File: config.mk
export PLATFORM = sky130hd
export DESIGN_NAME = uart_xclk_chan
export DESIGN_NICKNAME = d
export VERILOG_FILES = /design/src/rtl/uart_xc_pkg.sv /design/src/rtl/uart_xc_fifo.sv /design/src/rtl/uart_xc_tx.sv /design/src/rtl/uart_xc_rx.sv /design/src/rtl/uart_xclk_chan.sv
export SDC_FILE = /design/constraint.sdc
export NUM_CORES = 1
export LEC_CHECK = 0
export ABC_AREA = 1
export CORE_MARGIN = 3
export CORE_UTILIZATION = 55
export DETAILED_ROUTE_END_ITERATION = 16
export PLACE_DENSITY = 0.73
export SLEW_MARGIN = 10
export SYNTH_ARGS = -nofsm -noshare
export SYNTH_HDL_FRONTEND = slang
export SYNTH_SLANG_ARGS = --single-unit
File: constraint.sdc
create_clock -name clk -period 2.9 [get_ports clk]
set_input_delay 0.58 -clock clk [delete_from_list [all_inputs] [get_ports clk]]
set_output_delay 0.58 -clock clk [all_outputs]
set_load 0.02 [all_outputs]
File: src/rtl/uart_xc_pkg.sv
package uart_xc_pkg;
  typedef enum logic [1:0] {
    RX_IDLE  = 2'd0,
    RX_START = 2'd1,
    RX_DATA  = 2'd2,
    RX_STOP  = 2'd3
  } rx_state_e;

  localparam int ST_RX_RDY  = 0;
  localparam int ST_RX_FULL = 1;
  localparam int ST_TX_ROOM = 2;
  localparam int ST_TX_EMT  = 3;
  localparam int ST_OVR     = 4;
  localparam int ST_FE      = 5;
  localparam int ST_W       = 6;
endpackage

File: src/rtl/uart_xc_fifo.sv
module uart_xc_fifo #(
  parameter int W     = 8,
  parameter int DEPTH = 8
) (
  input  logic         clk,
  input  logic         rst_n,
  input  logic         flush,
  input  logic         push,
  input  logic [W-1:0] din,
  input  logic         pop,
  output logic [W-1:0] dout,
  output logic         empty,
  output logic         full
);
  localparam int AW = (DEPTH > 1) ? $clog2(DEPTH) : 1;
  localparam int CW = $clog2(DEPTH + 1);

  logic [W-1:0]  mem [DEPTH];
  logic [AW-1:0] wp_q, wp_d, rp_q, rp_d;
  logic [CW-1:0] cnt_q, cnt_d;

  always_comb begin
    wp_d  = wp_q;
    rp_d  = rp_q;
    cnt_d = cnt_q;
    if (flush) begin
      wp_d  = '0;
      rp_d  = '0;
      cnt_d = '0;
    end else begin
      if (push) wp_d = (wp_q == AW'(DEPTH - 1)) ? '0 : wp_q + 1'b1;
      if (pop)  rp_d = (rp_q == AW'(DEPTH - 1)) ? '0 : rp_q + 1'b1;
      cnt_d = cnt_q + CW'(push) - CW'(pop);
    end
  end

  always_ff @(posedge clk or negedge rst_n) begin
    if (!rst_n) begin
      wp_q  <= '0;
      rp_q  <= '0;
      cnt_q <= '0;
    end else begin
      wp_q  <= wp_d;
      rp_q  <= rp_d;
      cnt_q <= cnt_d;
    end
  end

  always_ff @(posedge clk) begin
    if (push && !flush) mem[wp_q] <= din;
  end

  assign dout  = mem[rp_q];
  assign empty = (cnt_q == '0);
  assign full  = (cnt_q == CW'(DEPTH));

  p_no_overflow_r8: assert property (@(posedge clk) disable iff (!rst_n)
    push |-> !full);
  p_no_underflow_r12: assert property (@(posedge clk) disable iff (!rst_n)
    pop |-> !empty);
  p_count_bound_r3: assert property (@(posedge clk) disable iff (!rst_n)
    cnt_q <= CW'(DEPTH));
endmodule

File: src/rtl/uart_xc_tx.sv
module uart_xc_tx #(
  parameter int W   = 8,
  parameter int OVS = 16
) (
  input  logic         clk,
  input  logic         rst_n,
  input  logic         tick16,
  input  logic         xclk,
  input  logic         use_ext,
  input  logic         en,
  input  logic         flush,
  input  logic         q_empty,
  input  logic [W-1:0] q_data,
  output logic         q_pop,
  output logic         line,
  output logic         busy
);
  localparam int DW = $clog2(OVS);
  localparam int FW = W + 2;
  localparam int BW = $clog2(FW);

  logic [DW-1:0] div_q, div_d;
  logic [2:0]    xs_q, xs_d;
  logic          busy_q, busy_d;
  logic [FW-1:0] sh_q, sh_d;
  logic [BW-1:0] nb_q, nb_d;
  logic          bit_tick, xfall, last_bit, start;

  assign xfall    = xs_q[2] & ~xs_q[1];
  assign bit_tick = use_ext ? xfall : (tick16 && div_q == DW'(OVS - 1));
  assign last_bit = (nb_q == BW'(FW - 1));
  assign start    = bit_tick && !q_empty && (!busy_q || last_bit);

  always_comb begin
    xs_d   = {xs_q[1:0], xclk};
    div_d  = div_q;
    if (tick16) div_d = (div_q == DW'(OVS - 1)) ? '0 : div_q + 1'b1;
    busy_d = busy_q;
    sh_d   = sh_q;
    nb_d   = nb_q;
    q_pop  = 1'b0;
    if (flush || !en) begin
      busy_d = 1'b0;
      sh_d   = '1;
      nb_d   = '0;
    end else if (bit_tick) begin
      if (start) begin
        q_pop  = 1'b1;
        busy_d = 1'b1;
        sh_d   = {1'b1, q_data, 1'b0};
        nb_d   = '0;
      end else if (busy_q) begin
        if (last_bit) begin
          busy_d = 1'b0;
        end else begin
          sh_d = {1'b1, sh_q[FW-1:1]};
          nb_d = nb_q + 1'b1;
        end
      end
    end
  end

  always_ff @(posedge clk or negedge rst_n) begin
    if (!rst_n) begin
      div_q  <= '0;
      xs_q   <= 3'b000;
      busy_q <= 1'b0;
      sh_q   <= '1;
      nb_q   <= '0;
    end else begin
      div_q  <= div_d;
      xs_q   <= xs_d;
      busy_q <= busy_d;
      sh_q   <= sh_d;
      nb_q   <= nb_d;
    end
  end

  assign line = busy_q ? sh_q[0] : 1'b1;
  assign busy = busy_q;

  p_start_is_space_r2: assert property (@(posedge clk) disable iff (!rst_n)
    $rose(busy_q) |-> (line == 1'b0));
  p_stop_is_mark_r2: assert property (@(posedge clk) disable iff (!rst_n)
    (busy_q && last_bit) |-> (line == 1'b1));
  p_idle_when_off_r4: assert property (@(posedge clk) disable iff (!rst_n)
    !en |=> !busy_q);
endmodule

File: src/rtl/uart_xc_rx.sv
module uart_xc_rx
  import uart_xc_pkg::*;
#(
  parameter int W   = 8,
  parameter int OVS = 16
) (
  input  logic         clk,
  input  logic         rst_n,
  input  logic         tick16,
  input  logic         xclk,
  input  logic         use_ext,
  input  logic         en,
  input  logic         flush,
  input  logic         rxd,
  input  logic         loop_en,
  input  logic         loop_line,
  input  logic         q_full,
  output logic         q_push,
  output logic [W-1:0] q_data,
  output logic         ovr,
  output logic         fe
);
  localparam int DW  = $clog2(OVS);
  localparam int NBW = $clog2(W);
  localparam logic [DW-1:0] MIDC = DW'(OVS / 2 - 2);

  rx_state_e      st_q, st_d;
  logic [1:0]     rs_q, rs_d;
  logic [2:0]     xs_q, xs_d;
  logic [DW-1:0]  cnt_q, cnt_d;
  logic [NBW-1:0] nb_q, nb_d;
  logic [W-1:0]   sh_q, sh_d;
  logic           ovr_q, ovr_d, fe_q, fe_d;
  logic           line, xrise, samp;

  assign line  = loop_en ? loop_line : rs_q[1];
  assign xrise = xs_q[1] & ~xs_q[2];
  assign samp  = use_ext ? xrise : (tick16 && cnt_q == DW'(OVS - 1));

  always_comb begin
    rs_d   = {rs_q[0], rxd};
    xs_d   = {xs_q[1:0], xclk};
    st_d   = st_q;
    cnt_d  = cnt_q;
    nb_d   = nb_q;
    sh_d   = sh_q;
    ovr_d  = ovr_q;
    fe_d   = fe_q;
    q_push = 1'b0;
    if (flush) begin
      st_d  = RX_IDLE;
      cnt_d = '0;
      nb_d  = '0;
      ovr_d = 1'b0;
      fe_d  = 1'b0;
    end else if (!en) begin
      st_d = RX_IDLE;
    end else begin
      case (st_q)
        RX_IDLE: begin
          if (use_ext) begin
            if (xrise && !line) begin
              st_d = RX_DATA;
              nb_d = '0;
            end
          end else if (tick16 && !line) begin
            st_d  = RX_START;
            cnt_d = '0;
          end
        end
        RX_START: begin
          if (tick16) begin
            if (cnt_q == MIDC) begin
              cnt_d = '0;
              nb_d  = '0;
              st_d  = line ? RX_IDLE : RX_DATA;
            end else begin
              cnt_d = cnt_q + 1'b1;
            end
          end
        end
        default: begin
          if (tick16 && !use_ext)
            cnt_d = (cnt_q == DW'(OVS - 1)) ? '0 : cnt_q + 1'b1;
          if (samp) begin
            if (st_q == RX_DATA) begin
              sh_d = {line, sh_q[W-1:1]};
              nb_d = nb_q + 1'b1;
              if (nb_q == NBW'(W - 1)) st_d = RX_STOP;
            end else begin
              if (!line) fe_d = 1'b1;
              if (q_full) ovr_d = 1'b1;
              else        q_push = 1'b1;
              st_d = RX_IDLE;
            end
          end
        end
      endcase
    end
  end

  always_ff @(posedge clk or negedge rst_n) begin
    if (!rst_n) begin
      st_q  <= RX_IDLE;
      rs_q  <= 2'b11;
      xs_q  <= 3'b000;
      cnt_q <= '0;
      nb_q  <= '0;
      sh_q  <= '0;
      ovr_q <= 1'b0;
      fe_q  <= 1'b0;
    end else begin
      st_q  <= st_d;
      rs_q  <= rs_d;
      xs_q  <= xs_d;
      cnt_q <= cnt_d;
      nb_q  <= nb_d;
      sh_q  <= sh_d;
      ovr_q <= ovr_d;
      fe_q  <= fe_d;
    end
  end

  assign q_data = sh_q;
  assign ovr    = ovr_q;
  assign fe     = fe_q;

  p_ovr_sticky_r8: assert property (@(posedge clk) disable iff (!rst_n)
    (ovr_q && !flush) |=> ovr_q);
  p_fe_sticky_r9: assert property (@(posedge clk) disable iff (!rst_n)
    (fe_q && !flush) |=> fe_q);
  p_push_ends_frame_r2: assert property (@(posedge clk) disable iff (!rst_n)
    q_push |=> (st_q == RX_IDLE));
endmodule

File: src/rtl/uart_xclk_chan.sv
module uart_xclk_chan
  import uart_xc_pkg::*;
#(
  parameter int W     = 8,
  parameter int DEPTH = 8,
  parameter int OVS   = 16
) (
  input  logic         clk,
  input  logic         rst_n,
  input  logic         tick16,
  input  logic         tx_clk_ext,
  input  logic         rx_clk_ext,
  input  logic         tx_on,
  input  logic         rx_on,
  input  logic         tx_use_ext,
  input  logic         rx_use_ext,
  input  logic         loop_en,
  input  logic         tx_flush,
  input  logic         rx_flush,
  input  logic         wr_stb,
  input  logic [W-1:0] wr_byte,
  input  logic         rd_stb,
  output logic [W-1:0] rd_byte,
  input  logic         rxd,
  output logic         txd,
  output logic [5:0]   stat
);
  logic         txq_empty, txq_full, txq_pop, txq_push;
  logic [W-1:0] txq_data;
  logic         rxq_empty, rxq_full, rxq_push, rxq_pop;
  logic [W-1:0] rxq_din;
  logic         tx_line, tx_busy, rx_ovr, rx_fe;

  assign txq_push = wr_stb && !txq_full;
  assign rxq_pop  = rd_stb && !rxq_empty;

  uart_xc_fifo #(.W(W), .DEPTH(DEPTH)) u_txq (
    .clk(clk), .rst_n(rst_n), .flush(tx_flush),
    .push(txq_push), .din(wr_byte), .pop(txq_pop),
    .dout(txq_data), .empty(txq_empty), .full(txq_full));

  uart_xc_tx #(.W(W), .OVS(OVS)) u_tx (
    .clk(clk), .rst_n(rst_n), .tick16(tick16), .xclk(tx_clk_ext),
    .use_ext(tx_use_ext), .en(tx_on), .flush(tx_flush),
    .q_empty(txq_empty), .q_data(txq_data), .q_pop(txq_pop),
    .line(tx_line), .busy(tx_busy));

  uart_xc_rx #(.W(W), .OVS(OVS)) u_rx (
    .clk(clk), .rst_n(rst_n), .tick16(tick16), .xclk(rx_clk_ext),
    .use_ext(rx_use_ext), .en(rx_on), .flush(rx_flush),
    .rxd(rxd), .loop_en(loop_en), .loop_line(tx_line),
    .q_full(rxq_full), .q_push(rxq_push), .q_data(rxq_din),
    .ovr(rx_ovr), .fe(rx_fe));

  uart_xc_fifo #(.W(W), .DEPTH(DEPTH)) u_rxq (
    .clk(clk), .rst_n(rst_n), .flush(rx_flush),
    .push(rxq_push), .din(rxq_din), .pop(rxq_pop),
    .dout(rd_byte), .empty(rxq_empty), .full(rxq_full));

  assign txd = loop_en ? 1'b1 : tx_line;

  always_comb begin
    stat             = '0;
    stat[ST_RX_RDY]  = !rxq_empty;
    stat[ST_RX_FULL] = rxq_full;
    stat[ST_TX_ROOM] = !txq_full;
    stat[ST_TX_EMT]  = txq_empty && !tx_busy;
    stat[ST_OVR]     = rx_ovr;
    stat[ST_FE]      = rx_fe;
  end

  p_space_only_live_r4: assert property (@(posedge clk) disable iff (!rst_n)
    $fell(txd) |-> (tx_on && !loop_en));
  p_drop_when_full_r3: assert property (@(posedge clk) disable iff (!rst_n)
    (wr_stb && txq_full && !txq_pop && !tx_flush) |=> txq_full);
endmodule

# After elaboration in Yosys (flattened, before gate mapping)
# Memories as Yosys holds them, arrays and structs flattened.
# Index checks and enable logic that the tools add are counted.
[word_totals]
reg_bits = 66
romBits = 0
ramBits = 128
mem_count = 2
wordCells = 204
output_inout_bits = 15
latch_bits = 0
[op_classes]
n_div = 0
mux = 90
shift = 0
n_eq_ne = 29
addsub = 12
n_mul = 0
n_lt_le_gt_ge = 0
bitwise_logic = 6
n_reduce_logical = 46
[mem_list]
columns = ["name", "words", "word_bits", "rd", "rd_ports_with_merged_regs", "write_ports", "line", "text"]
rows = [
  ["u_rxq.mem", 8, 8, 1, 0, 1, "uart_xc_fifo.sv:18", "logic [W-1:0] mem [DEPTH];"],
  ["u_txq.mem", 8, 8, 1, 0, 1, "uart_xc_fifo.sv:18", ""],
]
[op_table]
columns = ["op", "n"]
rows = [
  ["4-bit 2-to-1 mux", 16],
  ["3-bit 2-to-1 mux", 20],
  ["10-bit 2-to-1 mux", 5],
  ["1-bit 2-to-1 mux", 35],
  ["2-bit 2-to-1 mux", 11],
  ["4-bit == test (second input constant)", 5],
  ["5-bit AND reduction", 4],
  ["2-bit nonzero test", 8],
  ["3-bit by 1-bit adder with 3-bit output (second input constant)", 5],
  ["3-bit == test (second input constant)", 5],
  ["4-bit by 1-bit adder with 4-bit output (second input constant)", 3],
  ["1-bit logical AND", 12],
  ["3-bit != test (second input constant)", 4],
  ["4-bit nonzero test", 3],
  ["5-bit by 4-bit != test with 1-bit output (second input constant)", 2],
  ["1-bit logical NOT", 9],
  ["3-bit by 2-bit != test with 1-bit output (second input constant)", 3],
  ["4-bit by 1-bit adder with 4-bit output", 2],
  ["4-bit logical NOT", 2],
  ["4-bit case mux with 2 select lines", 1],
  ["4-bit by 1-bit subtractor with 4-bit output", 2],
  ["7-bit AND reduction", 1],
  ["6-bit != test (second input constant)", 1],
  ["3-bit case mux with 2 select lines", 1],
  ["other kinds (17)", 23],
]

# Longest topological paths before layout
[depth]
word_depth = 10
depth_mapped = 15

# Modules after synthesis
# Synthesis repeated with hierarchy kept, for this count alone.
[hier_totals]
cells_unflattened = 1011
area_unflattened_um2 = 9520.4
[by_module_without_submodules]
columns = ["mod", "cells_each", "seq_area_each_um2", "area_each_um2", "instances"]
rows = [
  ["uart_xc_fifo at u_txq", 353, 2172.1, 3497.1, 1],
  ["uart_xc_fifo at u_rxq", 353, 2172.1, 3459.6, 1],
  ["uart_xc_rx", 167, 603.1, 1381.3, 1],
  ["uart_xc_tx", 124, 536.8, 1111.1, 1],
  ["uart_xclk_chan", 14, 0.0, 71.3, 1],
]

# Least setup slack after synthesis
# OpenSTA, ideal clock, no wires.
[synth_timing]
path_type = "input -> register"
start = "in tx_use_ext"
end = "reg u_txq.cnt_q[2]"
t_arrival_ps = 2140
n_path_buf = 1
path_stages = 12
slack_ps = 642
cell_sequence = "inv_1 nand2_1 o21ai_2 nand3_2 nor2_2 buf_6 ha_1 inv_1 ha_1 fa_1 xnor2_1 nor2_1"
[synth_between]
elab_chain_len = 8
[synth_rtl]
columns = ["element", "line", "text"]
rows = [
  ["from (decl)", "uart_xclk_chan.sv:15", "input logic tx_use_ext,"],
  ["1-bit 2-to-1 mux (*)", "uart_xc_tx.sv:30", "assign bit_tick = use_ext ? xfall : (tick16 && div_q == DW'(OVS - 1));"],
  ["1-bit logical AND (2 in series)", "uart_xc_tx.sv:32", "assign start = bit_tick && !q_empty && (!busy_q || last_bit);"],
  ["1-bit 2-to-1 mux", "uart_xc_tx.sv:47", "if (start) begin"],
  ["1-bit 2-to-1 mux (*)", "uart_xc_tx.sv:46", "end else if (bit_tick) begin"],
  ["1-bit 2-to-1 mux (*)", "uart_xc_tx.sv:42", "if (flush || !en) begin"],
  ["4-bit by 1-bit subtractor with 4-bit output (*)", "uart_xc_fifo.sv:33", "cnt_d = cnt_q + CW'(push) - CW'(pop);"],
  ["4-bit 2-to-1 mux (*)", "uart_xc_fifo.sv:26", "if (flush) begin"],
  ["named net u_txq.cnt_d[2]", "uart_xc_fifo.sv:20", "logic [CW-1:0] cnt_q, cnt_d;"],
  ["to (signal assigned)", "uart_xc_fifo.sv:45", "cnt_q <= cnt_d;"],
  ["to (decl)", "uart_xc_fifo.sv:20", ""],
]
# Mark *: on every way through the listed nets, which the timed path passes. The rest lies on a longest branch.
# A chain may end at the register's enable or synchronous reset.

# Final worst setup path
[layout_timing]
start = "reg u_rxq.rp_q[0]"
end = "out rd_byte[5]"
[layout_between]
elab_chain_len = 1
[layout_rtl]
columns = ["element", "line", "text"]
rows = [
  ["from (decl)", "uart_xc_fifo.sv:19", "logic [AW-1:0] wp_q, wp_d, rp_q, rp_d;"],
  ["from (signal assigned)", "uart_xc_fifo.sv:44", "rp_q <= rp_d;"],
  ["memory read 8 x 8 bit", "n/a", ""],
  ["to (decl)", "uart_xclk_chan.sv:23", "output logic [W-1:0] rd_byte,"],
]
# No other way between the ends.

==> impl_metrics.yaml <==
timing:
  fin_tns_setup_ns: 0
  hold_viol_final: 0
  slew_viol_final: 0
  skew_ns: 0.00992
  setup_violations: 0
  fin_ws_ns: 0.128
  post-route-period-util_pct: 95.6
  worstMarginPinSlew_ns: 0.668
  fmax_ghz: 0.361
  post-route-min-period_ns: 2.77
  max_slew_margin_pct: 55.4
  grt_setup_unrepaired: "no"
drt:
  vias_per_cell: 5.13
  drt_iter0_drc: 434
  ant_nets: 0
  drt-pass1-iter-count: 5
  vias: 6002
  wl_um: 15900
  drc: 0
  wl_per_cell_um: 13.6
logic_synthesis:
  synth_mux_area_share_pct: 0
  synth-main-ff-cell: "edfxtp_1"
  synth-seq-cells: 193
  synth_nets: 947
  yosysWarningCount: 0
  synth_compound_area_share_pct: 6.19
  ys_seq_area_share_pct: 61.8
  synth-xor-area-share_pct: 0.691
  synth_fa_ha_area_share_pct: 4.68
  synth_common_cells: "nand2_1 (276), edfxtp_1 (128), nor2_1 (111)"
  ys_async_sr_fraction_pct: 33.7
  yosysTopAreaCellShare_pct: 43.3
  syn_inst: 892
  netlist_area_um2: 8870
  synth-simple-area-share_pct: 21.1
  avgSynthCellArea_um2: 9.94
  synth.area.top_cells: "edfxtp_1 (43%), dfrtp_1 (15%), nand2_1 (12%), nor2_1 (4.7%), ha_1 (4.2%)"
  synth_top_family_by_area: "simple AND/OR/NAND/NOR gates"
  synth_cell_types: 39
  synth_edf_count: 128
  synth_area_leader_cell: "edfxtp_1"
  yosysMostFrequentCell: "nand2_1"
floorplan:
  rows: 45
  die_w_um: 133
  coreArea_um2: 15500
  fp.dieH_um: 133
  io_pins: 38
  start_util_pct: 57.3
  die-area_um2: 17700
worst_setup_path:
  worstSetupPathType: "reg -> out"
  path_buf_inv: 3
  crit_arrival_ns: 2.19
  cp_common_cell: "nand2_1"
  worstPathCellList: "clkinv_1, buf_12, nor2_1, o32ai_1, nand2_1, nand2_1, clkdlybuf4s50_1"
  cp_top_family: "buffers and inverters"
  worst_path_max_delay_cell: "clkdlybuf4s50_1"
  startpoint_type: "register"
  cp-end-kind: "primary output"
  path_max_fanout: 34
  required_ns: 2.32
  max_stage_delay_ns: 0.60
layout:
  regArea_um2: 5480
  area_growth_pct: 15.0
  n_antenna_cell: 0
  drive_above_1_share_pct: 9.70
  nets: 1001
  utilization_pct: 65.9
  multi_input_area_um2: 2900
  fill_cells: 1201
clock_tree:
  cts_setup_buffers: 0
  cts.reportedPaths.clkPinSlew_ns: 0.07
  cts_tree: "done"
  clk_latency_ns: 0.43
  clock_sinks: 193
  clock_path_buffers: 2
  cts_buffers: 17
  htreeDepth: 4
  cts_hold_buffers: 0
  cts.root.buffer_cell: "clkbuf_16"
global_routing:
  grt_pass1_vias: 5591
  grt_max_degree: 38
  antenna_found_initial: 0
  grt_pass1_wl_um: 26700
  grt_usage_pct: 18.8
  grt_overflow: 0
place:
  io_buffers: 37
  gp_congestion: 0.852
  post-place-ws_ns: 0.184
  place_hpwl_um: 10600
pwr:
  ir_worst_vdd_mv: 0.429
  powerDensity_nw_per_um2: 696
  leakage_nw: 4.48
hold_path:
  hp-class: "in -> async"
run_status:
  outcome: "complete, no violations"
flow_run:
  cap_viol_max_count: 0
## worst register-to-register path, delay by kind of cell (launching register included)
family | cells | cell delay (ns)
flip-flops | 1 | 0.42
AND/OR/NAND/NOR | 6 | 0.67
adder cells (fa/ha/maj) | 3 | 0.92
buffers and inverters | 4 | 0.34
## final timing paths
kind	end	from	cells after the start	slack, ns
setup / recovery	rd_byte[5]	u_rxq.rp_q[0]	7	0.13
hold / removal	u_rx.fe	rst_n	1	0.18
setup reg to reg	u_rxq.cnt_q[1]	u_rx.st_q[1]	13	0.45
hold reg to reg	u_tx.xs_q[1]	u_tx.xs_q[0]	0	0.35
max in group asynchronous	u_tx.sh_q[1]	rst_n	2	2.02
min in group clk	u_tx.xs_q[1]	u_tx.xs_q[0]	0	0.35
## per-stage QoR
step | instances | hold WS (ns) | instance area, µm² | power (mW)
finish | 1170 | 0.182 | 10200 | 7.10
CTS | 1170 | 0.187 | 10200 | 7.16
floorplan | 892 | 0.284 | 8870 | 4.35
detailed placement | 1138 | 0.336 | 9580 | 4.85
global placement | 1138 | 0.332 | 9580 | 4.81
global route | 1170 | 0.224 | 10200 | 7.51
## flip-flops by register name, indices dropped and copies added (netlist names)
name         cells
u_tx.xs_q        3
u_tx.sh_q        9
u_txq.mem       64
u_rx.cnt_q       4
u_tx.nb_q        4
u_tx.busy        1
u_rx.st_q        2
u_txq.rp_q       3
u_rxq.cnt_q      4
u_rx.ovr         1
u_rx.rs_q        2
u_rxq.rp_q       3
u_rxq.wp_q       3
u_rx.q_data      8
u_rx.nb_q        3
u_rx.fe          1
u_rx.xs_q        3
u_txq.wp_q       3
u_rxq.mem       64
u_tx.div_q       4
u_txq.cnt_q      4
## power breakdown
part	internal, mW	leakage [nW]	switching [mW]
Clock	1.33	0.291	0.980
Sequential	3.10	2.00	0.107
Combinational	0.644	2.19	0.935
Total	5.07	4.48	2.02
## placed cells by master, fill, tap and decap left out, types with 11 or more instances in the layout
cell               n
nand2_1          276
ha_1              30
nand3_1           37
edfxtp_1         128
clkbuf_16         17
dfstp_2           11
inv_1             72
nor2_1           111
clkdlybuf4s50_1   29
o32ai_1           16
o21ai_0           51
buf_4             26
dfrtp_1           54
a21oi_1           14
## timing repair
action	4_1_cts	5_1_grt
gates resized for setup	1	9
pin swaps	0	0
endpoints found under the setup margin	5	7
## cell type report
class                           count  area share (%)
Timing Repair Buffer               67            6.45
Clock inverter                     10            1.23
Inverter                           81            2.99
Multi-Input combinational cell    586            28.4
Tap cell                          211            2.59
Clock buffer                       22            4.55
Sequential cell                   193            53.8
## per-layer routing
layer  vias up  track usage [%]  share of wire [%]
li1       3058                -                  -
met1      2811             24.8                 46
met2       105             30.7                 49
met3        28             4.07                3.0
met4         0             6.93                2.3
met5         -                0                  0
## cells by family (layout without fill, tap and decap cells)
logic type | after synthesis | after routing
xor+xnor | 7 | 7
compound gates | 93 | 93
fa+ha+maj | 32 | 32
buf+inv | 113 | 180
flops | 193 | 193
simple gates | 454 | 454
(Power assumes the default switching activity.)
